## config.mk

```make
export PLATFORM = sky130hd
export DESIGN_NAME = line_plotter
export DESIGN_NICKNAME = d
export VERILOG_FILES = /design/src/rtl/lp_pkg.sv /design/src/rtl/lp_addr_map.sv /design/src/rtl/lp_stepper.sv /design/src/rtl/lp_ctrl.sv /design/src/rtl/line_plotter.sv
export SDC_FILE = /design/constraint.sdc
export NUM_CORES = 1
export LEC_CHECK = 0
export BUFFER_PORTS_ARGS = -buffer_cell sky130_fd_sc_hd__buf_2
export CAP_MARGIN = 20
export CELL_PAD_IN_SITES_DETAIL_PLACEMENT = 1
export CELL_PAD_IN_SITES_GLOBAL_PLACEMENT = 2
export CORE_MARGIN = 3
export CORE_UTILIZATION = 38
export DETAILED_ROUTE_END_ITERATION = 8
export PLACE_DENSITY = 0.87
export SYNTH_ARGS = -nofsm -noshare
export SYNTH_HDL_FRONTEND = slang
export SYNTH_HIERARCHICAL = 1
export SYNTH_SLANG_ARGS = --single-unit
```

## constraint.sdc

```tcl
create_clock -name clk -period 3.5 [get_ports clk]
set_input_delay 0 -clock clk [delete_from_list [all_inputs] [get_ports clk]]
set_output_delay 0 -clock clk [all_outputs]
set_load 0.01 [all_outputs]
```

## src/rtl/lp_pkg.sv

```systemverilog
package lp_pkg;
  // Controller phases: idle, present/skip a point, write back a byte
  typedef enum logic [1:0] {
    ST_IDLE  = 2'd0,
    ST_PLOT  = 2'd1,
    ST_WRITE = 2'd2
  } lp_state_e;
endpackage

```

## src/rtl/lp_addr_map.sv

```systemverilog
module lp_addr_map #(
  parameter int SCR_W = 648,
  parameter int SCR_H = 256,
  parameter int CW    = 11,
  parameter int AW    = 15
) (
  input  logic [CW-1:0] px,
  input  logic [CW-1:0] py,
  output logic [AW-1:0] addr,
  output logic [7:0]    mask,
  output logic          in_screen
);
  localparam int ROW_BYTES = SCR_W / 8;
  localparam int PW        = CW + $clog2(ROW_BYTES) + 1;

  logic [PW-1:0] lin;

  always_comb begin
    in_screen = (px < CW'(SCR_W)) && (py < CW'(SCR_H));
    lin       = PW'(py) * PW'(ROW_BYTES) + PW'(px >> 3);
    addr      = lin[AW-1:0];
    mask      = 8'h80 >> px[2:0];
  end

  // an on-screen pixel always maps inside the framebuffer
  always_comb begin
    if (in_screen) begin
      a_addr_range_r3: assert (lin < PW'(ROW_BYTES * SCR_H));
    end
  end
endmodule

```

## src/rtl/lp_stepper.sv

```systemverilog
module lp_stepper #(
  parameter int CW = 11
) (
  input  logic          clk,
  input  logic          rst_n,
  input  logic          load,
  input  logic          step,
  input  logic [CW-1:0] ld_x0,
  input  logic [CW-1:0] ld_y0,
  input  logic [CW-1:0] ld_x1,
  input  logic [CW-1:0] ld_y1,
  output logic [CW-1:0] cur_x,
  output logic [CW-1:0] cur_y,
  output logic          at_end
);
  localparam int ERR_W = CW + 4;
  localparam logic [CW-1:0] ONE = CW'(1);

  logic [CW-1:0] x_q, y_q, xe_q, ye_q, dx_q, dy_q;
  logic [CW-1:0] x_d, y_d, xe_d, ye_d, dx_d, dy_d;
  logic          sxn_q, syn_q, sxn_d, syn_d;
  logic signed [ERR_W-1:0] err_q, err_d;
  logic signed [ERR_W-1:0] e2, dxs, dys, acc;
  logic          en;

  assign en = load | step;

  // next-state
  always_comb begin
    x_d   = x_q;   y_d   = y_q;
    xe_d  = xe_q;  ye_d  = ye_q;
    dx_d  = dx_q;  dy_d  = dy_q;
    sxn_d = sxn_q; syn_d = syn_q;
    err_d = err_q;
    dxs   = signed'({{(ERR_W-CW){1'b0}}, dx_q});
    dys   = signed'({{(ERR_W-CW){1'b0}}, dy_q});
    e2    = err_q <<< 1;
    acc   = err_q;
    if (load) begin
      x_d   = ld_x0;
      y_d   = ld_y0;
      xe_d  = ld_x1;
      ye_d  = ld_y1;
      sxn_d = ld_x1 < ld_x0;
      syn_d = ld_y1 < ld_y0;
      dx_d  = sxn_d ? (ld_x0 - ld_x1) : (ld_x1 - ld_x0);
      dy_d  = syn_d ? (ld_y0 - ld_y1) : (ld_y1 - ld_y0);
      err_d = signed'({{(ERR_W-CW){1'b0}}, dx_d}) - signed'({{(ERR_W-CW){1'b0}}, dy_d});
    end else if (step) begin
      if (e2 >= -dys) begin
        acc = acc - dys;
        x_d = sxn_q ? (x_q - ONE) : (x_q + ONE);
      end
      if (e2 <= dxs) begin
        acc = acc + dxs;
        y_d = syn_q ? (y_q - ONE) : (y_q + ONE);
      end
      err_d = acc;
    end
  end

  // registers
  always_ff @(posedge clk or negedge rst_n) begin
    if (!rst_n) begin
      x_q <= '0; y_q <= '0; xe_q <= '0; ye_q <= '0;
      dx_q <= '0; dy_q <= '0; sxn_q <= 1'b0; syn_q <= 1'b0;
      err_q <= '0;
    end else if (en) begin
      x_q <= x_d; y_q <= y_d; xe_q <= xe_d; ye_q <= ye_d;
      dx_q <= dx_d; dy_q <= dy_d; sxn_q <= sxn_d; syn_q <= syn_d;
      err_q <= err_d;
    end
  end

  assign cur_x  = x_q;
  assign cur_y  = y_q;
  assign at_end = (x_q == xe_q) && (y_q == ye_q);

  // the walk never advances past its end point
  p_no_step_at_end_r4: assert property (@(posedge clk) disable iff (!rst_n)
    step |-> !at_end);
  // every step moves the point
  p_step_moves_r4: assert property (@(posedge clk) disable iff (!rst_n)
    step |=> ((x_q != $past(x_q)) || (y_q != $past(y_q))));
  // a step changes each axis by at most one
  p_unit_step_r5: assert property (@(posedge clk) disable iff (!rst_n)
    step |=> ((x_q - $past(x_q) == ONE) || ($past(x_q) - x_q == ONE) || (x_q == $past(x_q))) &&
             ((y_q - $past(y_q) == ONE) || ($past(y_q) - y_q == ONE) || (y_q == $past(y_q))));
endmodule

```

## src/rtl/lp_ctrl.sv

```systemverilog
module lp_ctrl
  import lp_pkg::*;
(
  input  logic clk,
  input  logic rst_n,
  input  logic cmd_valid,
  input  logic in_screen,
  input  logic at_end,
  output logic cmd_ready,
  output logic busy,
  output logic done,
  output logic load,
  output logic step,
  output logic mem_re,
  output logic mem_we
);
  lp_state_e state_q, state_d;
  logic      finish, done_q;

  // next-state
  always_comb begin
    state_d = state_q;
    load    = 1'b0;
    step    = 1'b0;
    mem_re  = 1'b0;
    mem_we  = 1'b0;
    finish  = 1'b0;
    unique case (state_q)
      ST_IDLE: begin
        if (cmd_valid) begin
          load    = 1'b1;
          state_d = ST_PLOT;
        end
      end
      ST_PLOT: begin
        if (in_screen) begin
          mem_re  = 1'b1;
          state_d = ST_WRITE;
        end else if (at_end) begin
          finish  = 1'b1;
          state_d = ST_IDLE;
        end else begin
          step    = 1'b1;
        end
      end
      ST_WRITE: begin
        mem_we = 1'b1;
        if (at_end) begin
          finish  = 1'b1;
          state_d = ST_IDLE;
        end else begin
          step    = 1'b1;
          state_d = ST_PLOT;
        end
      end
      default: state_d = ST_IDLE;
    endcase
  end

  // registers
  always_ff @(posedge clk or negedge rst_n) begin
    if (!rst_n) begin
      state_q <= ST_IDLE;
      done_q  <= 1'b0;
    end else begin
      state_q <= state_d;
      done_q  <= finish;
    end
  end

  assign cmd_ready = (state_q == ST_IDLE);
  assign busy      = (state_q != ST_IDLE);
  assign done      = done_q;

  // every write is preceded by a read in the previous cycle
  p_write_after_read_r6: assert property (@(posedge clk) disable iff (!rst_n)
    mem_we |-> $past(mem_re));
  // every read is followed by its write-back
  p_read_then_write_r6: assert property (@(posedge clk) disable iff (!rst_n)
    mem_re |=> mem_we);
  // an accepted command makes the block busy
  p_accept_busy_r8: assert property (@(posedge clk) disable iff (!rst_n)
    (cmd_valid && cmd_ready) |=> busy);
  // done is a single-cycle pulse right after busy ends
  p_done_pulse_r9: assert property (@(posedge clk) disable iff (!rst_n)
    done |=> !done);
  p_done_after_busy_r9: assert property (@(posedge clk) disable iff (!rst_n)
    done |-> (!busy && $past(busy)));
endmodule

```

## src/rtl/line_plotter.sv

```systemverilog
module line_plotter #(
  parameter int SCR_W = 648,
  parameter int SCR_H = 256,
  parameter int CW    = 11,
  parameter int AW    = $clog2((SCR_W / 8) * SCR_H)
) (
  input  logic          clk,
  input  logic          rst_n,
  input  logic          cmd_valid,
  output logic          cmd_ready,
  input  logic          cmd_line,
  input  logic [CW-1:0] cmd_x0,
  input  logic [CW-1:0] cmd_y0,
  input  logic [CW-1:0] cmd_x1,
  input  logic [CW-1:0] cmd_y1,
  output logic [AW-1:0] mem_addr,
  output logic          mem_re,
  input  logic [7:0]    mem_rdata,
  output logic [7:0]    mem_wdata,
  output logic          mem_we,
  output logic          busy,
  output logic          done
);
  logic          rst_s1, rst_s2;
  logic          load, step, at_end, in_screen;
  logic [CW-1:0] cur_x, cur_y, end_x, end_y;
  logic [7:0]    mask;

  // asynchronous assert, synchronous release
  always_ff @(posedge clk or negedge rst_n) begin
    if (!rst_n) begin
      rst_s1 <= 1'b0;
      rst_s2 <= 1'b0;
    end else begin
      rst_s1 <= 1'b1;
      rst_s2 <= rst_s1;
    end
  end

  // a single pixel is a line whose end equals its start
  assign end_x = cmd_line ? cmd_x1 : cmd_x0;
  assign end_y = cmd_line ? cmd_y1 : cmd_y0;

  lp_ctrl u_ctrl (
    .clk       (clk),
    .rst_n     (rst_s2),
    .cmd_valid (cmd_valid),
    .in_screen (in_screen),
    .at_end    (at_end),
    .cmd_ready (cmd_ready),
    .busy      (busy),
    .done      (done),
    .load      (load),
    .step      (step),
    .mem_re    (mem_re),
    .mem_we    (mem_we)
  );

  lp_stepper #(.CW(CW)) u_step (
    .clk    (clk),
    .rst_n  (rst_s2),
    .load   (load),
    .step   (step),
    .ld_x0  (cmd_x0),
    .ld_y0  (cmd_y0),
    .ld_x1  (end_x),
    .ld_y1  (end_y),
    .cur_x  (cur_x),
    .cur_y  (cur_y),
    .at_end (at_end)
  );

  lp_addr_map #(.SCR_W(SCR_W), .SCR_H(SCR_H), .CW(CW), .AW(AW)) u_map (
    .px        (cur_x),
    .py        (cur_y),
    .addr      (mem_addr),
    .mask      (mask),
    .in_screen (in_screen)
  );

  assign mem_wdata = mem_rdata | mask;

  // the write-back targets the byte that was just read
  p_write_same_addr_r6: assert property (@(posedge clk) disable iff (!rst_s2)
    mem_we |-> $stable(mem_addr));
  // one memory access per cycle
  p_one_access_r6: assert property (@(posedge clk) disable iff (!rst_s2)
    !(mem_re && mem_we));
  // off-screen points never touch memory
  p_offscreen_quiet_r7: assert property (@(posedge clk) disable iff (!rst_s2)
    !in_screen |-> !mem_we);
endmodule

```

Word-level counts from Yosys, hierarchy flattened
Cells that the tools add are included.
{"block": "totals", "ff_bits": 88, "in_bits": 56, "output_inout_bits": 28, "word_cells": 88}
{"block": "classes", "n_addsub": 13, "multipliers": 1, "n_lt_le_gt_ge": 6, "eq_ne": 6, "n_shift": 1, "mux": 34, "bitwise": 2, "reduce_logical": 12}
{"operator": "$mux 11", "n": 12}
{"operator": "$mux 15", "n": 6}
{"operator": "$sub 11x11->11", "n": 4}
{"operator": "$add 11x1->11 const B", "n": 2}
{"operator": "$eq 11x11->1", "n": 2}
{"operator": "$lt 11x11->1", "n": 2}
{"operator": "$sub 11x1->11 const B", "n": 2}
{"operator": "$add 15x12->15", "n": 1}
{"operator": "$add 15x8->15", "n": 1}
{"operator": "$ge 15x15->1", "n": 1}
{"operator": "$le 15x12->1", "n": 1}
{"operator": "$mul 11x7->15 const B", "n": 1}
{"operator": "$neg 11->15", "n": 1}
{"operator": "$sub 15x12->15", "n": 1}
{"operator": "$sub 11x11->12", "n": 1}
{"operator": "$lt 11x10->1 const B", "n": 1}
{"operator": "$lt 11x9->1 const B", "n": 1}
{"operator": "$mux 1", "n": 10}
{"operator": "$or 8x8->8", "n": 1}
{"operator": "$reduce_bool 2->1", "n": 4}
{"operator": "$shr 8x3->8 const A", "n": 1}
{"operator": "$mux 2", "n": 3}
{"operator": "$pmux 2 s3", "n": 1}
{"operator": "$reduce_and 2->1", "n": 3}
{"operator": "other kinds (9)", "n": 12}

Logic depth before layout (Yosys ltp)
Gate-level depths: netlist of the first run.
{"block": "logic_depth", "depth_word": 11, "depth_mapped": 23, "depth_no_buf": 22}

Hierarchy
Netlist of the first run, hierarchy kept.
{"module": "lp_stepper", "n_inst": 1, "cells_each": 1060, "area_per_inst_um2": 8916.1, "seq_area_each_um2": 2052.0}
{"module": "lp_addr_map", "n_inst": 1, "cells_each": 176, "area_per_inst_um2": 1475.2, "seq_area_each_um2": 0.0}
{"module": "line_plotter", "n_inst": 1, "cells_each": 35, "area_per_inst_um2": 374.1, "seq_area_each_um2": 50.0}
{"module": "lp_ctrl", "n_inst": 1, "cells_each": 29, "area_per_inst_um2": 281.5, "seq_area_each_um2": 75.1}

Worst setup path after synthesis of the first run
OpenSTA, ideal clock, no wires.
{"block": "synth_path", "path_type": "register to register", "startpoint": "register u_step.dy_q[2]", "endpoint": "register u_step.err_q[13]", "setup_time_ps": 80, "arrival_time_ps": 4750, "required_time_ps": 3420, "path_slack_ps": -1330, "stages_incl_launch_ff": 22, "path_buffers": 1, "period_less_slack_ps": 4830, "path_cell_list": "dfrtp_1 nor2_1 nand4_1 nor2_1 nand2_1 nor3_1 xnor2_1 ha_1 nand4_1 a211oi_1 o22ai_2 mux2_2 buf_6 mux2_1 ha_1 or3_4 o221a_1 o31ai_2 a21oi_2 mux2_4 o311a_1 nor3_2"}
{"block": "synth_via", "elab_chain_cells": 9, "elab_cells_between_ends": 10, "cone_classes": "add/sub: 3; order compare: 1; mux: 6"}
{"item": "start: declaration", "line_no": "lp_stepper.sv:19", "rtl": "logic [CW-1:0] x_q, y_q, xe_q, ye_q, dx_q, dy_q;"}
{"item": "start signal: assignment", "line_no": "lp_stepper.sv:66", "rtl": "dx_q <= '0; dy_q <= '0; sxn_q <= 1'b0; syn_q <= 1'b0;"}
{"item": "start signal: assignment", "line_no": "lp_stepper.sv:70", "rtl": "dx_q <= dx_d; dy_q <= dy_d; sxn_q <= sxn_d; syn_q <= syn_d;"}
{"item": "$neg 11->15", "line_no": "lp_stepper.sv:50", "rtl": "if (e2 >= -dys) begin"}
{"item": "$ge 15x15->1", "line_no": "lp_stepper.sv:50"}
{"item": "$mux 15 *", "line_no": "lp_stepper.sv:50"}
{"item": "$mux 15 *", "line_no": "lp_stepper.sv:49", "rtl": "end else if (step) begin"}
{"item": "$mux 15 *", "line_no": "lp_stepper.sv:39", "rtl": "if (load) begin"}
{"item": "$add 15x12->15", "line_no": "lp_stepper.sv:55", "rtl": "acc = acc + dxs;"}
{"item": "$mux 15 *", "line_no": "lp_stepper.sv:54", "rtl": "if (e2 <= dxs) begin"}
{"item": "$mux 15 *", "line_no": "lp_stepper.sv:49"}
{"item": "$mux 15 *", "line_no": "lp_stepper.sv:39"}
{"item": "end signal: assignment", "line_no": "lp_stepper.sv:71", "rtl": "err_q <= err_d;"}
{"item": "end: declaration", "line_no": "lp_stepper.sv:22", "rtl": "logic signed [ERR_W-1:0] err_q, err_d;"}
Mark *: on every way between the ends. The rest lies on a longest branch, timed or not. The select of a mux whose other input is x is not followed.
A chain may end at the register's enable or synchronous reset.

Worst setup path after layout of the first run
{"block": "layout_path", "startpoint": "register u_step.dy_q[6]", "endpoint": "register u_step.err_q[10]"}
The elaborated chain is that of the path after synthesis.

==> results of run 1 <==
timing repair:
action	in CTS	in global routing
setup buffers	8	23
resized for setup	34	68
setup endpoints to repair	24	30
hold endpoints to repair	5	0
hold buffers	5	0
pin swaps	36	47
layout make-up:
| cell class | instances | share of cell area |
|---|---|---|
| clock inverter | 7 | 0.006630 |
| inverter | 142 | 0.03503 |
| sequential | 87 | 0.1428 |
| timing repair buffer | 408 | 0.1940 |
| tap | 378 | 0.03094 |
| multi-input combinational | 1031 | 0.5759 |
| clock buffer | 9 | 0.01473 |
per-layer routing:
| metal | track usage | up-vias | share of wire |
|---|---|---|---|
| met2 | 0.4355 | 216 | 0.49 |
| met1 | 0.3188 | 5673 | 0.43 |
| met3 | 0.04215 | 94 | 0.037 |
| met4 | 0.09853 | 0 | 0.041 |
| li1 | - | 5386 | - |
| met5 | 0 | - | 0 |
worst max-delay path, delay by kind of cell, from the launching register on:
family | cells | cell delay, ps
mux | 2 | 600
compound gates | 6 | 1390
simple gates | 8 | 1380
xor+xnor | 1 | 110
fa+ha+maj | 2 | 590
buf+inv | 3 | 360
flops | 1 | 410
per-stage QoR:
stage	std cells	TNS (ps)	hold WS, ps	worst slack, ps
after floorplan	1300	-7811	-295.6	-1131
after global placement	2011	-11580	-213.7	-1287
final	2062	-14090	6.987	-1400
after CTS	2040	-11550	3.936	-1239
after detailed placement	2011	-13560	-212.7	-1442
after global routing	2062	-18540	33.91	-1620
cells in the final DEF (no fill, tap or decap), types with 9 or more instances in the layout:
cell	count
a211oi_1	12
a21o_1	25
a21oi_1	81
a21oi_2	13
a31oi_1	14
and3_1	11
buf_2	83
buf_4	308
clkbuf_16	9
dfrtp_1	85
fa_1	16
ha_1	154
ha_4	20
inv_1	138
mux2_2	45
mux2_4	9
mux2i_1	25
nand2_1	74
nand2b_1	14
nand3_1	16
nand4_1	10
nor2_1	79
nor2b_1	19
nor3_1	25
nor4_1	14
o211ai_1	17
o21a_1	12
o21ai_0	32
o21ai_1	18
or2_2	12
or3_1	15
xnor2_1	47
xor2_1	39
state kept, by name, summed over array words and instances, names as in the netlist:
name	cells
u_step/cur_x	11
u_ctrl/done	1
u_step/sxn_q	1
u_step/cur_y	11
rst_s2	1
rst_s1	1
u_step/err_q	14
u_step/xe_q	11
u_step/dy_q	11
u_step/syn_q	1
u_step/dx_q	11
u_ctrl/state_q	2
u_step/ye_q	11
logic make-up after synthesis:
logic type | count (synthesis) | synth area share
simple gates | 346 | 0.1600
compound gates | 314 | 0.1888
fa+ha+maj | 194 | 0.2313
buf+inv | 182 | 0.06614
xor+xnor | 90 | 0.07136
flops | 87 | 0.1971
mux | 86 | 0.08495
other cells | 1 | 0.0003395
cells in the mapped netlist, drive strengths merged, types with 10 or more instances:
| cell | instances |
|---|---|
| ha | 177 |
| inv | 142 |
| a21oi | 96 |
| dfrtp | 87 |
| nor2 | 86 |
| nand2 | 80 |
| mux2 | 56 |
| o21ai | 56 |
| xnor2 | 51 |
| xor2 | 39 |
| mux2i | 30 |
| nor3 | 28 |
| a21o | 25 |
| clkbuf | 22 |
| nor2b | 20 |
| a211oi | 18 |
| buf | 18 |
| fa | 17 |
| nand3 | 17 |
| o211ai | 17 |
| or3 | 16 |
| nor4 | 15 |
| a31oi | 14 |
| nand2b | 14 |
| or2 | 14 |
| o21a | 12 |
| and3 | 11 |
| nand4 | 10 |
| nor3b | 10 |
worst min-delay path by stage:
| stage | from | endpoint | slack [ps] | cells after the start |
|---|---|---|---|---|
| floorplan | rst_n | rst_s1$_DFF_PN0_ | -300 | 0 |
| global placement | rst_n | rst_s1$_DFF_PN0_ | -210 | 1 |
| detailed placement | rst_n | rst_s1$_DFF_PN0_ | -210 | 1 |
| CTS | cmd_x0[6] | u_step/cur_x[6]$_DFFE_PN0P_ | 4 | 4 |
| global route | cmd_x0[6] | u_step/cur_x[6]$_DFFE_PN0P_ | 30 | 4 |
| finish | cmd_x0[6] | u_step/cur_x[6]$_DFFE_PN0P_ | 7 | 4 |
==> results.toml, run 1 <==
[outcome]
status = "complete, but fails checks"
failed_checks = "setup timing"

[timing]
max_freq_mhz = 204.1
setup_viol = 17
tightestPinTransition_ps = 900.2
finalMaxSlewViolations = 0
rsz0062_at_grt = "yes"
layout_min_cycle_time_ps = 4900
worst_slack_ps = -1400
post-route-period-util = 1.400
fin_skew_ps = 13.80
slew_headroom = 0.3992
final_hold_viol_count = 0

[grt]
first_global_vias = 12180
overflow = 0
antenna_found_initial = 0
grt_max_degree = 105
grt.total_usage = 0.2538
grt_pass1_wl_um = 63370

[cts]
insertion_delay_ps = 360
cts-root-buf = "clkbuf_16"
cts_buffer_depth = 2
cts_buffers = 9
cts_htree_levels = 3
clk_pin_slew_ps = 80
cts_sinks = 87
tritoncts = "done"

[final_layout]
diodes = 0
drive_above_1_share = 0.3515
stdcell_area_um2 = 15290
layout.nets = 1929
syn_to_final_growth_pct = 38.37
final_util = 0.5413
fill_cells = 3366
layout.area.seq_um2 = 2182
multiInputGateArea_um2 = 8803

[worst_setup_path]
reg2regPathDepth = 22
startpoint_type = "flop"
cpPeakStageDelay_ps = 510
critPathRequiredTime_ps = 3790
cp-end-kind = "flop"
crit_type = "flop to flop"
critPathCapture = "u_step/err_q[10]$_DFFE_PN0N_"
crit_slowest_cell = "or4_1"
cp.arrival_ps = 5190
path_cells = "inv_1, nand4_1, nor2_2, nand2_2, nor3_2, xnor2_1, ha_1, nand4_1, a211oi_2, o22ai_4, mux2_4, buf_4, buf_6, mux2i_4, ha_4, a211o_1, a21oi_2, nor3b_2, o31a_1, o211a_1, or4_1, nand3b_1"
critPathLaunch = "u_step/dy_q[6]$_DFFE_PN0P_"
critPathMaxFanout = 7
worstReg2RegEnd = "u_step/err_q[10]$_DFFE_PN0N_"
r2r_slack_ps = -1400
crit_top_cell = "nand4_1"
r2r_start = "u_step/dy_q[6]$_DFFE_PN0P_"

[synthesis]
yosysWarnings = 6
synth_edf_count = 0
synth_area_leaders = "ha_1 (20%), dfrtp_1 (20%), mux2_2 (5.0%)"
ys.flop_type = "dfrtp_1"
synth_top_area_cell = "ha_1"
syn_area_um2 = 11050
yosysSeqAreaShare = 0.1971
synth-seq-cells = 87
syn_avg_cell_area_um2 = 8.498
synth_top_area_share = 0.2005
syn_inst = 1300
async_flop_share = 1.000
yosysUniqueCellTypes = 79
synth_nets = 1550

[drt]
first_pass_iters = 5
ant_nets = 0
via_per_inst = 5.514
drc_errors = 0
vias = 11370
routedWlPerCell_um = 20.48
drt_wl_total_um = 42230
first_iter_violations = 606

[run]
max_cap_violations = 0

[die]
die_x_um = 176.5
dieArea_um2 = 31150
rows = 61
initial_core_util = 0.3912
core_um2 = 28240
num_io_pins = 84
fp.dieH_um = 176.5

[placement]
dp_hpwl_um = 31740
post_dp_cell_area_um2 = 14090
place.gp.congestion = 0.9114
port_buffers = 83

[worst_hold_path]
hp-class = "primary input to flop"
Power of run 1 is left out: the tool's default activity adds up to more than one toggle a clock period on the data nets, which glitch-free logic cannot reach.
==> run 2, diff against run 1 <==
- CORE_UTILIZATION: 38 -> 39
- CTS_BUF_LIST: not set -> sky130_fd_sc_hd__clkbuf_4 sky130_fd_sc_hd__clkbuf_8
- PLACE_DENSITY: 0.87 -> 0.88
==> run 2 against run 1 <==
Compared with the run above:
- clock skew up 14 ps
- die area is 2.5% lower
- core utilization increased by 1.4 points
- design area fell by 0.54%
- worst hold slack improved by 15 ps
- register-to-register slack worse by 20 ps
- worst setup slack got worse by 22 ps
- wire length barely moved
- non-clock buffer count is 1 higher
- the run still ends with setup timing left
- critical path depth fell by 1
==> results.toml, run 2 (same netlist as run 1, synthesis figures left out) <==
[drt]
first_pass_iters = 5
drc_errors = 0
via_per_inst = 5.568
vias = 11450
routedWlPerCell_um = 20.52
first_iter_violations = 529
ant_nets = 0
drt_wl_total_um = 42210

[timing]
fin_skew_ps = 28.26
finalMaxSlewViolations = 0
rsz0062_at_grt = "yes"
setup_viol = 15
slew_headroom = 0.3649
post-route-period-util = 1.406
layout_min_cycle_time_ps = 4922
max_freq_mhz = 203.2
tightestPinTransition_ps = 952.7
worst_slack_ps = -1422
final_hold_viol_count = 0

[grt]
overflow = 0
antenna_found_initial = 0
grt.total_usage = 0.2616
grt_pass1_wl_um = 64250
first_global_vias = 12060
grt_max_degree = 108

[outcome]
failed_checks = "setup timing"
status = "complete, but fails checks"

[placement]
dp_hpwl_um = 31670
place.gp.congestion = 0.9103
port_buffers = 83
post_dp_cell_area_um2 = 14100

[final_layout]
stdcell_area_um2 = 15200
final_cell_mix = "buf_4 (297), ha_1 (152), inv_1 (137)"
syn_to_final_growth_pct = 37.63
fill_cells = 3235
largest_reg_flops = 14
diodes = 0
top_register = "u_step/err_q"
multiInputGateArea_um2 = 8788
layout.area.seq_um2 = 2185
layout.nets = 1930
layout_commonest_cell = "buf_4"
drive_above_1_share = 0.3531

[cts]
cts_sinks = 87
cts_buffers = 9
cts-root-buf = "clkbuf_8"
insertion_delay_ps = 390
cts_buffer_depth = 2
tritoncts = "done"
clk_pin_slew_ps = 120
cts_htree_levels = 3

[die]
core_um2 = 27400
die_x_um = 174.3
dieArea_um2 = 30380
initial_core_util = 0.4032
num_io_pins = 84
rows = 60
fp.dieH_um = 174.3

[worst_setup_path]
critPathMaxFanout = 5
crit_slowest_cell = "or4_4"
startpoint_type = "flop"
cpPeakStageDelay_ps = 500
cp.arrival_ps = 5250
path_cells = "nor2_2, nand4_1, nor2_2, nand2_1, nor4_1, ha_1, nand4_1, a211oi_2, o22ai_2, mux2_4, buf_6, mux2i_2, ha_2, fa_2, a211o_1, a21oi_2, nor3b_2, o31a_1, o211a_1, or4_4, nand3b_1"
critPathRequiredTime_ps = 3820
crit_type = "flop to flop"
cp-end-kind = "flop"

[run]
max_cap_violations = 0

[worst_hold_path]
hp-class = "primary input to flop"
## run 2: cell type report
class | instances | area share
sequential | 87 | 0.1437
multi-input combinational | 1031 | 0.5781
clock buffer | 11 | 0.009135
clock inverter | 5 | 0.004362
timing repair buffer | 409 | 0.1989
inverter | 142 | 0.03522
tap | 372 | 0.03061
## run 2: critical path: cells and delay by family, from the launching register on
family | cells | cell delay, ps
AOI/OAI and AO/OA | 6 | 1260
and+or+nand+nor | 9 | 1720
muxes | 2 | 520
buffers and inverters | 1 | 130
adders and majority gates | 3 | 870
DFF | 1 | 390
## run 2: layer usage
layer,vias to the layer above,part of all wire,GRT usage
met5,-,0,0
met1,5724,0.43,0.3299
met2,267,0.49,0.4574
li1,5387,-,-
met4,0,0.035,0.09182
met3,75,0.041,0.03539
## run 2: what timing repair did
item | in CTS | in global routing
setup buffers | 18 | 12
pin swaps | 33 | 34
hold endpoints to repair | 7 | 0
cloned | 0 | 1
hold buffers | 7 | 0
setup endpoints to repair | 30 | 28
gates resized for setup | 45 | 65
## run 2: path summary, 6_finish.rpt
kind	from	end	slack (ps)	depth (start not counted)
worst max-delay path	u_step/dy_q[3]$_DFFE_PN0P_	u_step/err_q[10]$_DFFE_PN0N_	-1420	21
worst min-delay path	cmd_x1[2]	u_step/xe_q[2]$_DFFE_PN0P_	20	3
worst max register to register	u_step/dy_q[3]$_DFFE_PN0P_	u_step/err_q[10]$_DFFE_PN0N_	-1420	21
worst min register to register	rst_s1$_DFF_PN0_	rst_s2$_DFF_PN0_	360	0
max in group asynchronous	rst_s2$_DFF_PN0_	u_step/dx_q[0]$_DFFE_PN0P_	2250	1
min in group asynchronous	rst_n	rst_s2$_DFF_PN0_	460	3
## run 2: through the flow
stage / setup WS, ps / util / cells / hold slack, ps / TNS [ps]
final: -1422 / 0.5548 / 2057 / 21.56 / -13490
after global placement: -1294 / 0.5146 / 2007 / -213.4 / -11480
after global routing: -1642 / 0.5548 / 2057 / 11.75 / -17630
after CTS: -1350 / 0.5395 / 2046 / 5.105 / -13280
after floorplan: -1131 / - / 1300 / -295.6 / -7811
after detailed placement: -1537 / 0.5146 / 2007 / -211.9 / -14640
Power of run 2 is left out for the same reason.
==> run 3, diff against run 2 <==
- CTS_CLUSTER_DIAMETER: not set -> 40
- PLACE_DENSITY: 0.88 -> 0.87
- TNS_END_PERCENT: not set -> 1
==> run 3 against run 2 <==
Compared with the run above:
- worst setup slack gained 130 ps
- die area unchanged
- the flow still finishes with violations (setup timing)
- global-route usage decreased by 0.75 points
==> results.toml, run 3 (same netlist as run 1, synthesis figures left out) <==
[final_layout]
stdcell_area_um2 = 14470
multiInputGateArea_um2 = 8356
top_register = "u_step/err_q"
layout.area.seq_um2 = 2183
syn_to_final_growth_pct = 30.99
largest_reg_flops = 14
diodes = 0
fill_cells = 3318
stdcell_count = 2021
layout.nets = 1894
final_cell_mix = "buf_4 (277), ha_1 (168), inv_1 (141)"
drive_above_1_share = 0.3056
layout_commonest_cell = "buf_4"

[cts]
cts-root-buf = "clkbuf_8"
cts_buffer_depth = 2
cts_htree_levels = 3
cts_sinks = 87
clk_pin_slew_ps = 100
cts_buffers = 9
insertion_delay_ps = 400
tritoncts = "done"

[drt]
first_iter_violations = 541
via_per_inst = 5.420
routedWlPerCell_um = 19.09
drt_wl_total_um = 38590
drc_errors = 0
ant_nets = 0
first_pass_iters = 4
vias = 10950

[worst_setup_path]
cp.arrival_ps = 5120
startpoint_type = "flop"
critPathMaxFanout = 7
crit_top_cell = "mux2_4"
critPathRequiredTime_ps = 3830
cpPeakStageDelay_ps = 400
path_cells = "nor2_2, nand4_1, nor2_2, nand2_2, buf_4, xnor2_1, ha_1, nand4_1, a211oi_2, o22ai_2, mux2_4, buf_4, mux2_4, ha_4, or3_4, o221a_1, o31ai_2, a21oi_2, mux2_4, o311a_1, nor3_2"
path_buf_inv = 2
crit_family = "compound AO/OA/AOI/OAI gates"
crit_type = "flop to flop"
cp-end-kind = "flop"
r2r_slack_ps = -1290
crit_slowest_cell = "dfrtp_1"

[timing]
fin_skew_ps = 23.04
max_freq_mhz = 208.9
final_hold_viol_count = 0
worst_slack_ps = -1288
finalMaxSlewViolations = 0
setup_viol = 16
whs_ps = 25.47
layout_min_cycle_time_ps = 4788
slew_headroom = 0.6205
tightestPinTransition_ps = 564.1
rsz0062_at_grt = "yes"
post-route-period-util = 1.368

[run]
max_cap_violations = 0

[die]
core_um2 = 27400
fp.dieH_um = 174.3
die_x_um = 174.3
dieArea_um2 = 30380
initial_core_util = 0.4032
num_io_pins = 84
rows = 60

[placement]
dp.cells = 1994
post_dp_cell_area_um2 = 13920
place.gp.congestion = 0.8797
port_buffers = 83
dp_hpwl_um = 31450

[outcome]
status = "complete, but fails checks"
failed_checks = "setup timing"

[grt]
grt_max_degree = 101
grt_pass1_wl_um = 62310
grt.total_usage = 0.2541
overflow = 0
first_global_vias = 11970
antenna_found_initial = 0

[worst_hold_path]
hp-class = "primary input to flop"
==> run 3: cell count changes in the layout (fill, tap and decap cells not counted), moves of 4 or more <==
cell	previous run	this run
buf_6	15	0
a21oi_2	13	9
buf_4	297	277
ha_4	22	5
inv_1	137	141
ha_1	152	168
==> run 3: path summary, 6_finish.rpt <==
check / depth (start not counted) / from / end
worst min register to register: 0 / rst_s2$_DFF_PN0_ / u_step/ye_q[9]$_DFFE_PN0P_
max in group asynchronous: 1 / rst_s2$_DFF_PN0_ / u_step/dx_q[4]$_DFFE_PN0P_
worst max register to register: 21 / u_step/dy_q[3]$_DFFE_PN0P_ / u_step/err_q[13]$_DFFE_PN0N_
min in group asynchronous: 0 / rst_s2$_DFF_PN0_ / u_step/ye_q[9]$_DFFE_PN0P_
worst min-delay path: 5 / cmd_y0[10] / u_step/cur_y[10]$_DFFE_PN0P_
worst max-delay path: 21 / u_step/dy_q[3]$_DFFE_PN0P_ / u_step/err_q[13]$_DFFE_PN0N_
==> run 3: per-layer routing <==
metal	routed length (µm)	track usage
met5	0	0
met4	701	0.06099
met3	1594	0.04107
met2	19260	0.4546
met1	17030	0.3191
==> run 3: cell type report <==
type / instances / share of cell area
Sequential cell: 87 / 0.1509
Tap cell: 372 / 0.03217
Multi-Input combinational cell: 1031 / 0.5774
Clock buffer: 13 / 0.01107
Timing Repair Buffer: 373 / 0.1854
Inverter: 142 / 0.03684
Clock inverter: 3 / 0.006226
==> run 3: repair_timing <==
action / 4_1_cts / 5_1_grt
hold buffers: 8 / 0
hold endpoints to repair: 8 / 0
pin swaps: 13 / 5
buffers inserted: 0 / 2
endpoints found under the setup margin: 23 / 31
cloned: 0 / 0
resized for setup: 24 / 13
==> run 3: metrics by stage <==
step,setup TNS (ps),util,setup slack (ps)
finish,-11970,0.5281,-1288
CTS,-12620,0.5244,-1339
global placement,-11580,0.5082,-1270
global route,-16670,0.5281,-1563
detailed placement,-13790,0.5082,-1430
floorplan,-8163,-,-1131
==> run 3: worst reg2reg max path, delay by kind of cell, from the launching register on <==
family | cells | cell delay (ps)
compound gates | 6 | 1280
fa+ha+maj | 2 | 480
simple gates | 7 | 1150
mux | 3 | 1000
buf+inv | 2 | 300
flops | 1 | 400
xor+xnor | 1 | 110
Power of run 3 is left out for the same reason.
